`src/rtl/cfgseq_pkg.sv`:
```
package cfgseq_pkg;

    typedef enum logic [1:0] {
        SQ_IDLE  = 2'd0,
        SQ_ISSUE = 2'd1,
        SQ_WAIT  = 2'd2
    } seq_state_e;

    typedef struct packed {
        logic adopt_mode;
        logic clr_done;
        logic advance;
    } seq_ctrl_t;

    function automatic int unsigned idx_width(input int unsigned n);
        return (n <= 1) ? 1 : $clog2(n);
    endfunction

endpackage

```
`src/rtl/cfgseq_mode_latch.sv`:
```
module cfgseq_mode_latch #(
    parameter int unsigned MODE_W = 2
) (
    input  logic              clk,
    input  logic              rst,
    input  logic              req_valid,
    input  logic [MODE_W-1:0] req_mode,
    input  logic              adopt,
    output logic [MODE_W-1:0] active_mode
);
    logic [MODE_W-1:0] pend_q;
    logic [MODE_W-1:0] eff_mode;

    // A request arriving on the boundary cycle wins over the held one.
    assign eff_mode = req_valid ? req_mode : pend_q;

    always_ff @(posedge clk) begin
        if (rst) begin
            pend_q      <= '0;
            active_mode <= '0;
        end else begin
            if (req_valid) pend_q <= req_mode;
            if (adopt) active_mode <= eff_mode;
        end
    end
endmodule

```
`src/rtl/cfgseq_done_barrier.sv`:
```
module cfgseq_done_barrier #(
    parameter int unsigned N_IFACE = 4
) (
    input  logic               clk,
    input  logic               rst,
    input  logic               clr,
    input  logic [N_IFACE-1:0] done_in,
    output logic               all_done
);
    logic [N_IFACE-1:0] seen_q;

    for (genvar gi = 0; gi < N_IFACE; gi++) begin : g_lane
        always_ff @(posedge clk) begin
            if (rst)      seen_q[gi] <= 1'b0;
            else if (clr) seen_q[gi] <= done_in[gi];
            else          seen_q[gi] <= seen_q[gi] | done_in[gi];
        end
    end

    assign all_done = &seen_q;
endmodule

```
`src/rtl/cfgseq_step_counter.sv`:
```
module cfgseq_step_counter #(
    parameter int unsigned SEQ_LEN = 4,
    parameter int unsigned STEP_W  = 2
) (
    input  logic              clk,
    input  logic              rst,
    input  logic              advance,
    output logic [STEP_W-1:0] idx,
    output logic              at_last
);
    localparam logic [STEP_W-1:0] LAST_IDX = STEP_W'(SEQ_LEN - 1);

    assign at_last = (idx == LAST_IDX);

    always_ff @(posedge clk) begin
        if (rst)          idx <= '0;
        else if (advance) idx <= at_last ? '0 : idx + STEP_W'(1);
    end
endmodule

```
`src/rtl/cfg_step_sequencer.sv`:
```
module cfg_step_sequencer
    import cfgseq_pkg::*;
#(
    parameter int unsigned N_IFACE = 4,
    parameter int unsigned N_MODES = 4,
    parameter int unsigned SEQ_LEN = 4,
    localparam int unsigned MODE_W = idx_width(N_MODES),
    localparam int unsigned STEP_W = idx_width(SEQ_LEN)
) (
    input  logic               clk,
    input  logic               rst,
    input  logic               run,
    input  logic               mode_req_valid,
    input  logic [MODE_W-1:0]  mode_req,
    input  logic [N_IFACE-1:0] iface_done,
    output logic [N_IFACE-1:0] step_go,
    output logic [MODE_W-1:0]  cfg_mode,
    output logic [STEP_W-1:0]  cur_step,
    output logic               seq_active
);
    seq_state_e state_q, state_d;
    seq_ctrl_t  ctl;
    logic       barrier_met;
    logic       last_step;

    always_comb begin
        state_d = state_q;
        ctl     = '0;
        unique case (state_q)
            SQ_IDLE: begin
                if (run) begin
                    state_d        = SQ_ISSUE;
                    ctl.adopt_mode = 1'b1;
                end
            end
            SQ_ISSUE: begin
                ctl.clr_done = 1'b1;
                state_d      = SQ_WAIT;
            end
            SQ_WAIT: begin
                if (barrier_met) begin
                    ctl.advance = 1'b1;
                    if (!last_step) begin
                        state_d = SQ_ISSUE;
                    end else if (run) begin
                        state_d        = SQ_ISSUE;
                        ctl.adopt_mode = 1'b1;
                    end else begin
                        state_d = SQ_IDLE;
                    end
                end
            end
            default: state_d = SQ_IDLE;
        endcase
    end

    always_ff @(posedge clk) begin
        if (rst) state_q <= SQ_IDLE;
        else     state_q <= state_d;
    end

    cfgseq_mode_latch #(.MODE_W(MODE_W)) u_mode (
        .clk        (clk),
        .rst        (rst),
        .req_valid  (mode_req_valid),
        .req_mode   (mode_req),
        .adopt      (ctl.adopt_mode),
        .active_mode(cfg_mode)
    );

    cfgseq_done_barrier #(.N_IFACE(N_IFACE)) u_barrier (
        .clk     (clk),
        .rst     (rst),
        .clr     (ctl.clr_done),
        .done_in (iface_done),
        .all_done(barrier_met)
    );

    cfgseq_step_counter #(.SEQ_LEN(SEQ_LEN), .STEP_W(STEP_W)) u_step (
        .clk    (clk),
        .rst    (rst),
        .advance(ctl.advance),
        .idx    (cur_step),
        .at_last(last_step)
    );

    assign step_go    = {N_IFACE{state_q == SQ_ISSUE}};
    assign seq_active = (state_q != SQ_IDLE);
endmodule

```
`config.mk`:
```
export PLATFORM = sky130hd
export DESIGN_NAME = cfg_step_sequencer
export DESIGN_NICKNAME = d
export VERILOG_FILES = /design/src/rtl/cfgseq_pkg.sv /design/src/rtl/cfgseq_mode_latch.sv /design/src/rtl/cfgseq_done_barrier.sv /design/src/rtl/cfgseq_step_counter.sv /design/src/rtl/cfg_step_sequencer.sv
export SDC_FILE = /design/constraint.sdc
export NUM_CORES = 1
export LEC_CHECK = 0
export BUFFER_PORTS_ARGS = -buffer_cell sky130_fd_sc_hd__buf_2
export CORE_AREA = 2 2 39 41
export CTS_BUF_LIST = sky130_fd_sc_hd__clkbuf_8
export CTS_CLUSTER_DIAMETER = 150
export DETAILED_ROUTE_END_ITERATION = 6
export DIE_AREA = 0 0 41 43
export GPL_ROUTABILITY_DRIVEN = 0
export GPL_TIMING_DRIVEN = 1
export SLEW_MARGIN = 10
export SYNTH_ARGS = -nofsm -noshare
export SYNTH_HDL_FRONTEND = slang
export SYNTH_SLANG_ARGS = --single-unit
```
`constraint.sdc`:
```
create_clock -name clk -period 1.58 [get_ports clk]
set_clock_uncertainty 0.05 [all_clocks]
set_input_delay 0.079 -clock clk [delete_from_list [all_inputs] [get_ports clk]]
set_output_delay 0.079 -clock clk [all_outputs]
set_load 0.03 [all_outputs]
```
-- Word-level counts from Yosys, hierarchy flattened
Index checks and enable logic that the tools add are counted.
- add/subtract/negate cells: 1
- equal/unequal tests: 5
- mux-type cells: 18
- bitwise operators: 4
- reduce and logical (&&, ||, !) cells: 4
- operator list (kind ; count):
    $mux 1 ; 12
    $mux 2 ; 4
    $pmux 2 s3 ; 1
    $eq 2x2->1 const B ; 2
    $ne 2x2->1 const B ; 2
    $or 1x1->1 ; 4
    $reduce_and 4->1 ; 1
    $add 2x1->2 const B ; 1
    $eq 2x1->1 const B ; 1
    $logic_not 2->1 ; 1
    $pmux 1 s2 ; 1
    $reduce_and 2->1 ; 1
    $reduce_bool 2->1 ; 1
- bits in registers: 12
- bits of input ports: 10
- output and inout port bits: 9
- logic and storage cells: 40

-- Depth between registers and ports, before layout
Gate-level depths: netlist of the first run.
- depth after elaboration: 4
- mapped depth: 4
- mapped depth without buffers: 4

-- Cells and area by module
Synthesis of the first run repeated with hierarchy kept, for this count alone.
- cells, all modules: 55
- area, all modules: 513.0 um2
- modules (own cells, without submodules) (module ; instances ; cells an instance ; area each (um2) ; seq. area each (um2)):
    cfgseq_done_barrier ; 1 ; 17 ; 148.9 ; 80.1
    cfg_step_sequencer ; 1 ; 18 ; 147.6 ; 40.0
    cfgseq_mode_latch ; 1 ; 12 ; 130.1 ; 80.1
    cfgseq_step_counter ; 1 ; 8 ; 86.3 ; 40.0

-- Least setup slack after synthesis of the first run
Ideal clock, no wire load.
- path type: register to register
- start point: register u_step.idx[0]
- end point: register u_mode.active_mode[0]
- setup time: 0.121 ns
- arrival time: 1.332 ns
- required time: 1.409 ns
- slack: 0.077 ns
- stages on the path, launching flop included: 5
- path buffers: 0
- clock period less this slack: 1.503 ns
- cells stage by stage: dfxtp_1 ha_1 nand3b_1 o32ai_1 mux2_2
- cells in the longest elaborated chain, start to end: 4
- RTL lines (what ; RTL line ; source):
    from (decl) ; cfgseq_step_counter.sv:8 ; output logic [STEP_W-1:0] idx,
    from (signal assigned) ; cfgseq_step_counter.sv:17 ; else if (advance) idx <= at_last ? '0 : idx + STEP_W'(1);
    $eq 2x2->1 ; cfgseq_step_counter.sv:13 ; assign at_last = (idx == LAST_IDX);
    $mux 1 ; cfg_step_sequencer.sv:43 ; if (!last_step) begin
    $mux 1 ; cfg_step_sequencer.sv:41 ; if (barrier_met) begin
    $pmux 1 s2 ; cfg_step_sequencer.sv:29 ; unique case (state_q)
    to (signal assigned) ; cfgseq_mode_latch.sv:23 ; if (adopt) active_mode <= eff_mode;
    to (decl) ; cfgseq_mode_latch.sv:9 ; output logic [MODE_W-1:0] active_mode
No other way between the ends.
A chain may end at the register's enable or synchronous reset.

-- Final worst setup path of the first run
Ends and elaborated chain as after synthesis.

==> impl_metrics.env, run 1 <==
export IMPL_final_nets=85
export IMPL_fin_crit_sh_pct=86.6
export IMPL_cts_htree_levels=1
export IMPL_routed_via_count=417
export IMPL_slew_headroom_pct=74.9
export IMPL_cts_tree="yes"
export IMPL_clkSlewWorstSetupHoldPaths_ns=0.05
export IMPL_grt_max_degree=13
export IMPL_ys_warn_count=0
export IMPL_drive_above_1_share_pct=37.0
export IMPL_hpwl_um=653
export IMPL_hold_violations=0
export IMPL_placed_area_um2=584
export IMPL_wl_um=921
export IMPL_post_cts_resized=0
export IMPL_grt_pass1_wl_um=1420
export IMPL_clock_sinks=12
export IMPL_overflow=0
export IMPL_synth_top_family_by_area="simple AND/OR/NAND/NOR gates"
export IMPL_viasPerCell=4.69
export IMPL_path_class="flop to flop"
export IMPL_max_stage_delay_ns=0.38
export IMPL_die_y_um=43
export IMPL_yosysUniqueCellTypes=20
export IMPL_r2r_slack_ns=0.21
export IMPL_ioPinCount=19
export IMPL_worstSkewPairLatency_ns=0.24
export IMPL_synth_seq_cells=12
export IMPL_portBuffers=18
export IMPL_syn_area_per_cell_um2=9.41
export IMPL_fillers=140
export IMPL_diodes=0
export IMPL_irDropWorstVdd_v=0.000785
export IMPL_setup_viol=0
export IMPL_die_w_um=41
export IMPL_antenna_found_initial=0
export IMPL_ant_nets=0
export IMPL_yosys_area_top_type="dfxtp_1"
export IMPL_synthesis_nets=65
export IMPL_first_global_vias=357
export IMPL_critPathRequiredTime_ns=1.66
export IMPL_synth_top_cell_area_share_pct=47.3
export IMPL_slowest_stage="mux2_2"
export IMPL_timing_max_cap_violations=0
export IMPL_cellPowerDensity_nw_per_um2=1190
export IMPL_fmax_mhz=731
export IMPL_power_mw=0.786
export IMPL_synthXorXnorAreaFrac_pct=0
export IMPL_tns_ns=0
export IMPL_cellLeakagePower_nw=0.317
export IMPL_worst_hold_path_type="input pin to flop"
export IMPL_endpoint_kind="flop"
export IMPL_wire_per_inst_um=10.3
export IMPL_root_buffer="clkbuf_8"
export IMPL_num_rows=14
export IMPL_drc=0
export IMPL_synth_compound_area_share_pct=13.3
export IMPL_rsz0062_at_grt="false"
export IMPL_synthAdderAreaFrac_pct=2.46
export IMPL_post_route_min_period_ns=1.37
export IMPL_die_area_um2=1760
export IMPL_crit_chain="ha_1 > nand3b_1 > o32ai_1 > mux2_2"
export IMPL_design_area_um2=659
export IMPL_cts_buffers=3
export IMPL_post_synth_and_or_nand_nor_area_fraction_pct=19.0
export IMPL_core_um2=1380
export IMPL_tightest_slew_ns=0.375
export IMPL_synth_area_leaders="dfxtp_1 (47%), a21oi_1 (7.9%), buf_4 (5.9%)"
export IMPL_final_max_slew_viol_count=0
export IMPL_post_cts_buffers=0
export IMPL_cp_top_family="multiplexers"
export IMPL_crit_path_start_kind="flop"
export IMPL_syn_area_um2=508
export IMPL_start_util_pct=36.7
export IMPL_syn_to_final_growth_pct=29.8
export IMPL_netlist_instances=54
export IMPL_first_pass_iters=2
export IMPL_ys_seq_area_share_pct=47.3
export IMPL_muxShareOfSynthArea_pct=8.37
export IMPL_track_usage_pct=12.9
export IMPL_arrival_ns=1.45
export IMPL_crit_fanout=4
export IMPL_path_buf_inv=0
export IMPL_status="finished clean"
export IMPL_initialDrtViolationCount=6
export IMPL_cts_root_to_sink_buffers=2
-- state kept, by name (all words and copies together), names as in the netlist --
| register | flops |
|---|---|
| u_barrier.seen_q | 4 |
| u_mode.active_mode | 2 |
| u_mode.pend_q | 2 |
| u_step.idx | 2 |
| state_q | 2 |
-- worst min-delay path, cell delays in order --
cell and delay (ns):
buf_2 0.08, a21oi_1 0.03, nor2_1 0.07
-- synth_stat cells --
| cell | number |
|---|---|
| nor2b_1 | 2 |
| dfxtp_1 | 12 |
| clkbuf_1 | 1 |
| buf_4 | 4 |
| nand3b_1 | 1 |
| a21oi_1 | 8 |
| mux2_2 | 2 |
| or2_2 | 1 |
| nand2b_1 | 2 |
| o21ai_0 | 2 |
| mux2i_1 | 2 |
| nand4_2 | 1 |
| nor2_1 | 6 |
| or2b_1 | 1 |
| ha_1 | 1 |
| or4_1 | 1 |
| inv_1 | 4 |
| or3_2 | 1 |
| o32ai_1 | 1 |
| a2111oi_0 | 1 |
-- final cells by class --
cell class                      count  area [um^2]  share of cell area (%)
Sequential cell                    12          240                    36.4
Multi-Input combinational cell     33          219                    33.2
Timing Repair Buffer               20          110                    16.7
Clock buffer                        4         55.1                    8.35
Tap cell                           16         20.0                    3.04
Inverter                            4         15.0                    2.28
-- worst paths after layout --
kind                                 to  cells past startpoint                start
setup / recovery  u_mode.active_mode[0]                      4        u_step.idx[0]
hold / removal      u_barrier.seen_q[3]                      3        iface_done[3]
setup reg to reg  u_mode.active_mode[0]                      4        u_step.idx[0]
hold reg to reg     u_barrier.seen_q[0]                      2  u_barrier.seen_q[0]
-- per-layer routing --
layer	part of all wire [%]	vias to the layer above	GRT usage, %
li1	-	217	-
met1	46	186	14.8
met2	44	10	16.6
met3	5.5	4	7.85
met4	3.6	0	10.0
met5	0	-	0
-- power breakdown --
group / switching [mW] / internal (mW)
sequential: 0.0132 / 0.323
clock: 0.110 / 0.220
combinational: 0.0730 / 0.0471
total: 0.196 / 0.590
-- logic make-up (layout without fill, tap and decap cells) --
logic type / count (synthesis) / after routing
buffers and inverters: 9 / 28
and+or+nand+nor: 16 / 16
muxes: 4 / 4
adders and majority gates: 1 / 1
AOI/OAI and AO/OA: 12 / 12
DFF: 12 / 12
-- timing repair --
action                                  4_1_cts  5_1_grt
endpoints found under the setup margin        0        0
hold buffers                                  2        0
endpoints found under the hold margin         2        0
-- cell usage in the layout, fill, tap and decap left out, drive strengths merged, types with 2 or more instances in the layout --
master       synthesis  final
mux2i                2      2
nor2b                2      2
mux2                 2      2
buf                  4     18
dfxtp               12     12
inv                  4      4
nand2b               2      2
a21oi                8      8
clkbuf               1      4
o21ai                2      2
nor2                 6      6
dlygate4sd3          0      2
-- through the flow --
stage          cells  util, %  worst slack (ns)  hold slack, ns
6_report          89     47.6             0.211         0.00151
2_1_floorplan     54        -            0.0772           0.146
5_1_grt           89     47.6             0.158          0.0303
3_5_place_dp      83     42.2             0.208           0.243
4_1_cts           89     47.6             0.204         0.00146
3_3_place_gp      83     42.2             0.247           0.235
Power figures use the tool's default switching activity.
==> run 2, diff against run 1 <==
- SYNTH_HIERARCHICAL: default -> 1
==> run 2 against run 1 <==
Global-route usage is 0.32 points lower. Sequential cell count did not move. Critical path depth unchanged.
==> impl_metrics.env, run 2 <==
export IMPL_mostFrequentLayoutCells="buf_2 (18), dfxtp_1 (12), nand2b_1 (6), a21oi_1 (6), nor2_1 (6)"
export IMPL_seq_area_um2=240
export IMPL_final_nets=86
export IMPL_num_rows=14
export IMPL_largest_register_ffs=4
export IMPL_arrival_ns=1.52
export IMPL_die_area_um2=1760
export IMPL_drc=0
export IMPL_grt_use_met2_pct=17.2
export IMPL_diodes=0
export IMPL_drive_above_1_share_pct=35.1
export IMPL_first_pass_iters=2
export IMPL_comb_power_share_pct=16.3
export IMPL_hold_violations=0
export IMPL_worst_path_stages=4
export IMPL_hpwl_um=664
export IMPL_grt_busiest_layer="met2"
export IMPL_track_usage_pct=12.6
export IMPL_fmax_mhz=715
export IMPL_root_buffer="clkbuf_8"
export IMPL_tightest_slew_ns=0.288
export IMPL_syn_area_um2=513
export IMPL_wire_per_inst_um=10.1
export IMPL_yosysUniqueCellTypes=18
export IMPL_ctsHoldBuffers=0
export IMPL_synth_common_cells="dfxtp_1 (12), a21oi_1 (6), nand2b_1 (6), nor2_1 (6)"
export IMPL_r2r_cells=4
export IMPL_grt_max_degree=13
export IMPL_path_class="flop to flop"
export IMPL_p_int_mw=0.593
export IMPL_die_y_um=43
export IMPL_syn_area_per_cell_um2=9.33
export IMPL_regMostFlops="u_barrier/seen_q"
export IMPL_hold_slack_ns=0.0252
export IMPL_final_common_cell="buf_2"
export IMPL_start_util_pct=37.1
export IMPL_grt_pass1_wl_um=1440
export IMPL_seq_power_share_pct=42.7
export IMPL_netSwitchingPower_mw=0.202
export IMPL_irDropWorstVdd_v=0.000705
export IMPL_die_w_um=41
export IMPL_min_path_cells=3
export IMPL_synth_area_leaders="dfxtp_1 (47%), nand2b_1 (7.3%), a21oi_1 (5.9%)"
export IMPL_cts_root_to_sink_buffers=2
export IMPL_endpoint_kind="flop"
export IMPL_slew_headroom_pct=80.8
export IMPL_tns_ns=0
export IMPL_post_cts_resized=0
export IMPL_use_met3_pct=4.71
export IMPL_clkSlewWorstSetupHoldPaths_ns=0.05
export IMPL_portBuffers=18
export IMPL_synth_ff_type="dfxtp_1"
export IMPL_post_cts_buffers=0
export IMPL_routed_via_count=409
export IMPL_worst_hold_path_type="input pin to flop"
export IMPL_max_stage_delay_ns=0.36
export IMPL_ioPinCount=19
export IMPL_status="finished clean"
export IMPL_setup_viol=0
export IMPL_viasPerCell=4.54
export IMPL_cellLeakagePower_nw=0.330
export IMPL_async_flop_share_pct=0
export IMPL_ant_nets=0
export IMPL_synth_seq_cells=12
export IMPL_yosys_area_top_type="dfxtp_1"
export IMPL_synth_top_cell_area_share_pct=46.8
export IMPL_fillers=145
export IMPL_crit_path_start_kind="flop"
export IMPL_cts_buffers=3
export IMPL_wl_um=911
export IMPL_power_mw=0.795
export IMPL_pwr_share_clk_pct=41.1
export IMPL_netlist_instances=55
export IMPL_initialDrtViolationCount=5
export IMPL_cellPowerDensity_nw_per_um2=1200
export IMPL_use_met1_pct=15.1
export IMPL_multiInputGateArea_um2=231
export IMPL_crit_fanout=4
export IMPL_timing_max_cap_violations=0
export IMPL_crit_chain="and4_1 > nor3b_2 > or3b_1 > a21oi_1"
export IMPL_path_buf_inv=0
export IMPL_antenna_found_initial=0
export IMPL_cp_top_family="simple AND/OR/NAND/NOR gates"
export IMPL_first_global_vias=360
export IMPL_clock_sinks=12
export IMPL_critPathRequiredTime_ns=1.70
export IMPL_synthesis_nets=66
export IMPL_ys_seq_area_share_pct=46.8
export IMPL_ys_warn_count=6
export IMPL_slowest_stage="or3b_1"
export IMPL_cts_htree_levels=1
export IMPL_fin_crit_sh_pct=88.6
export IMPL_overflow=0
export IMPL_post_route_min_period_ns=1.40
export IMPL_cts_tree="yes"
export IMPL_final_max_slew_viol_count=0
export IMPL_rsz0062_at_grt="false"
export IMPL_synth_edff_count=0
export IMPL_core_um2=1380
export IMPL_worstSkewPairLatency_ns=0.24
export IMPL_synth_most_common_cell="dfxtp_1"
export IMPL_syn_to_final_growth_pct=29.3
export IMPL_switching_share_pct=25.4
-- run 2: cell type report --
type,instances,area share [%]
clock buffers,4,8.30
inverters,5,2.83
multi-input cells,34,34.9
flip-flops and latches,12,36.2
well taps,16,3.02
repair buffers,19,14.7
-- run 2: path summary, 6_finish.rpt --
kind	from	to	slack (ns)
worst max register to register	u_barrier/seen_q[3]	u_step/idx[0]	0.18
worst min-delay path	iface_done[3]	u_barrier/seen_q[3]	0.03
worst min register to register	u_barrier/seen_q[2]	u_barrier/seen_q[2]	0.42
worst max-delay path	u_barrier/seen_q[3]	u_step/idx[0]	0.18
-- run 2: through the flow --
stage / util (%) / instance area [um^2] / std cells / worst slack [ns]
finish: 47.9 / 663 / 90 / 0.181
global route: 47.9 / 663 / 90 / 0.0381
CTS: 47.4 / 656 / 90 / 0.106
detailed placement: 43.4 / 601 / 86 / 0.144
global placement: 43.4 / 601 / 86 / 0.175
floorplan: - / 513 / 55 / 0.144
-- run 2: worst min-delay path, cell delays in order --
cell and delay [ns]:
buf_2 0.09, inv_1 0.04, a21oi_1 0.05
-- run 2: routing by layer --
| metal | part of all wire [%] | up-vias | wire length [um] |
|---|---|---|---|
| li1 | - | 218 | - |
| met1 | 48 | 178 | 440 |
| met2 | 44 | 11 | 398 |
| met3 | 5.8 | 2 | 53 |
| met4 | 2.0 | 0 | 18 |
| met5 | 0 | - | 0 |
-- run 2: kinds of logic (layout without fill, tap and decap cells) --
group           after synthesis  after routing  share of synthesized area (%)
fa+ha+maj                     1              1                           2.44
flops                        12             12                           46.8
compound gates               10             10                           12.9
simple gates                 20             20                           22.4
mux                           3              3                           5.85
buf+inv                       9             28                           9.51
-- run 2: power groups by stage --
| stage | Sequential, mW | Combinational [mW] | Clock, mW |
|---|---|---|---|
| floorplan | 0.352 | 0.0922 | 0 |
| global placement | 0.344 | 0.127 | 0 |
| detailed placement | 0.345 | 0.129 | 0 |
| CTS | 0.339 | 0.129 | 0.335 |
| global route | 0.343 | 0.143 | 0.350 |
| finish | 0.340 | 0.129 | 0.327 |
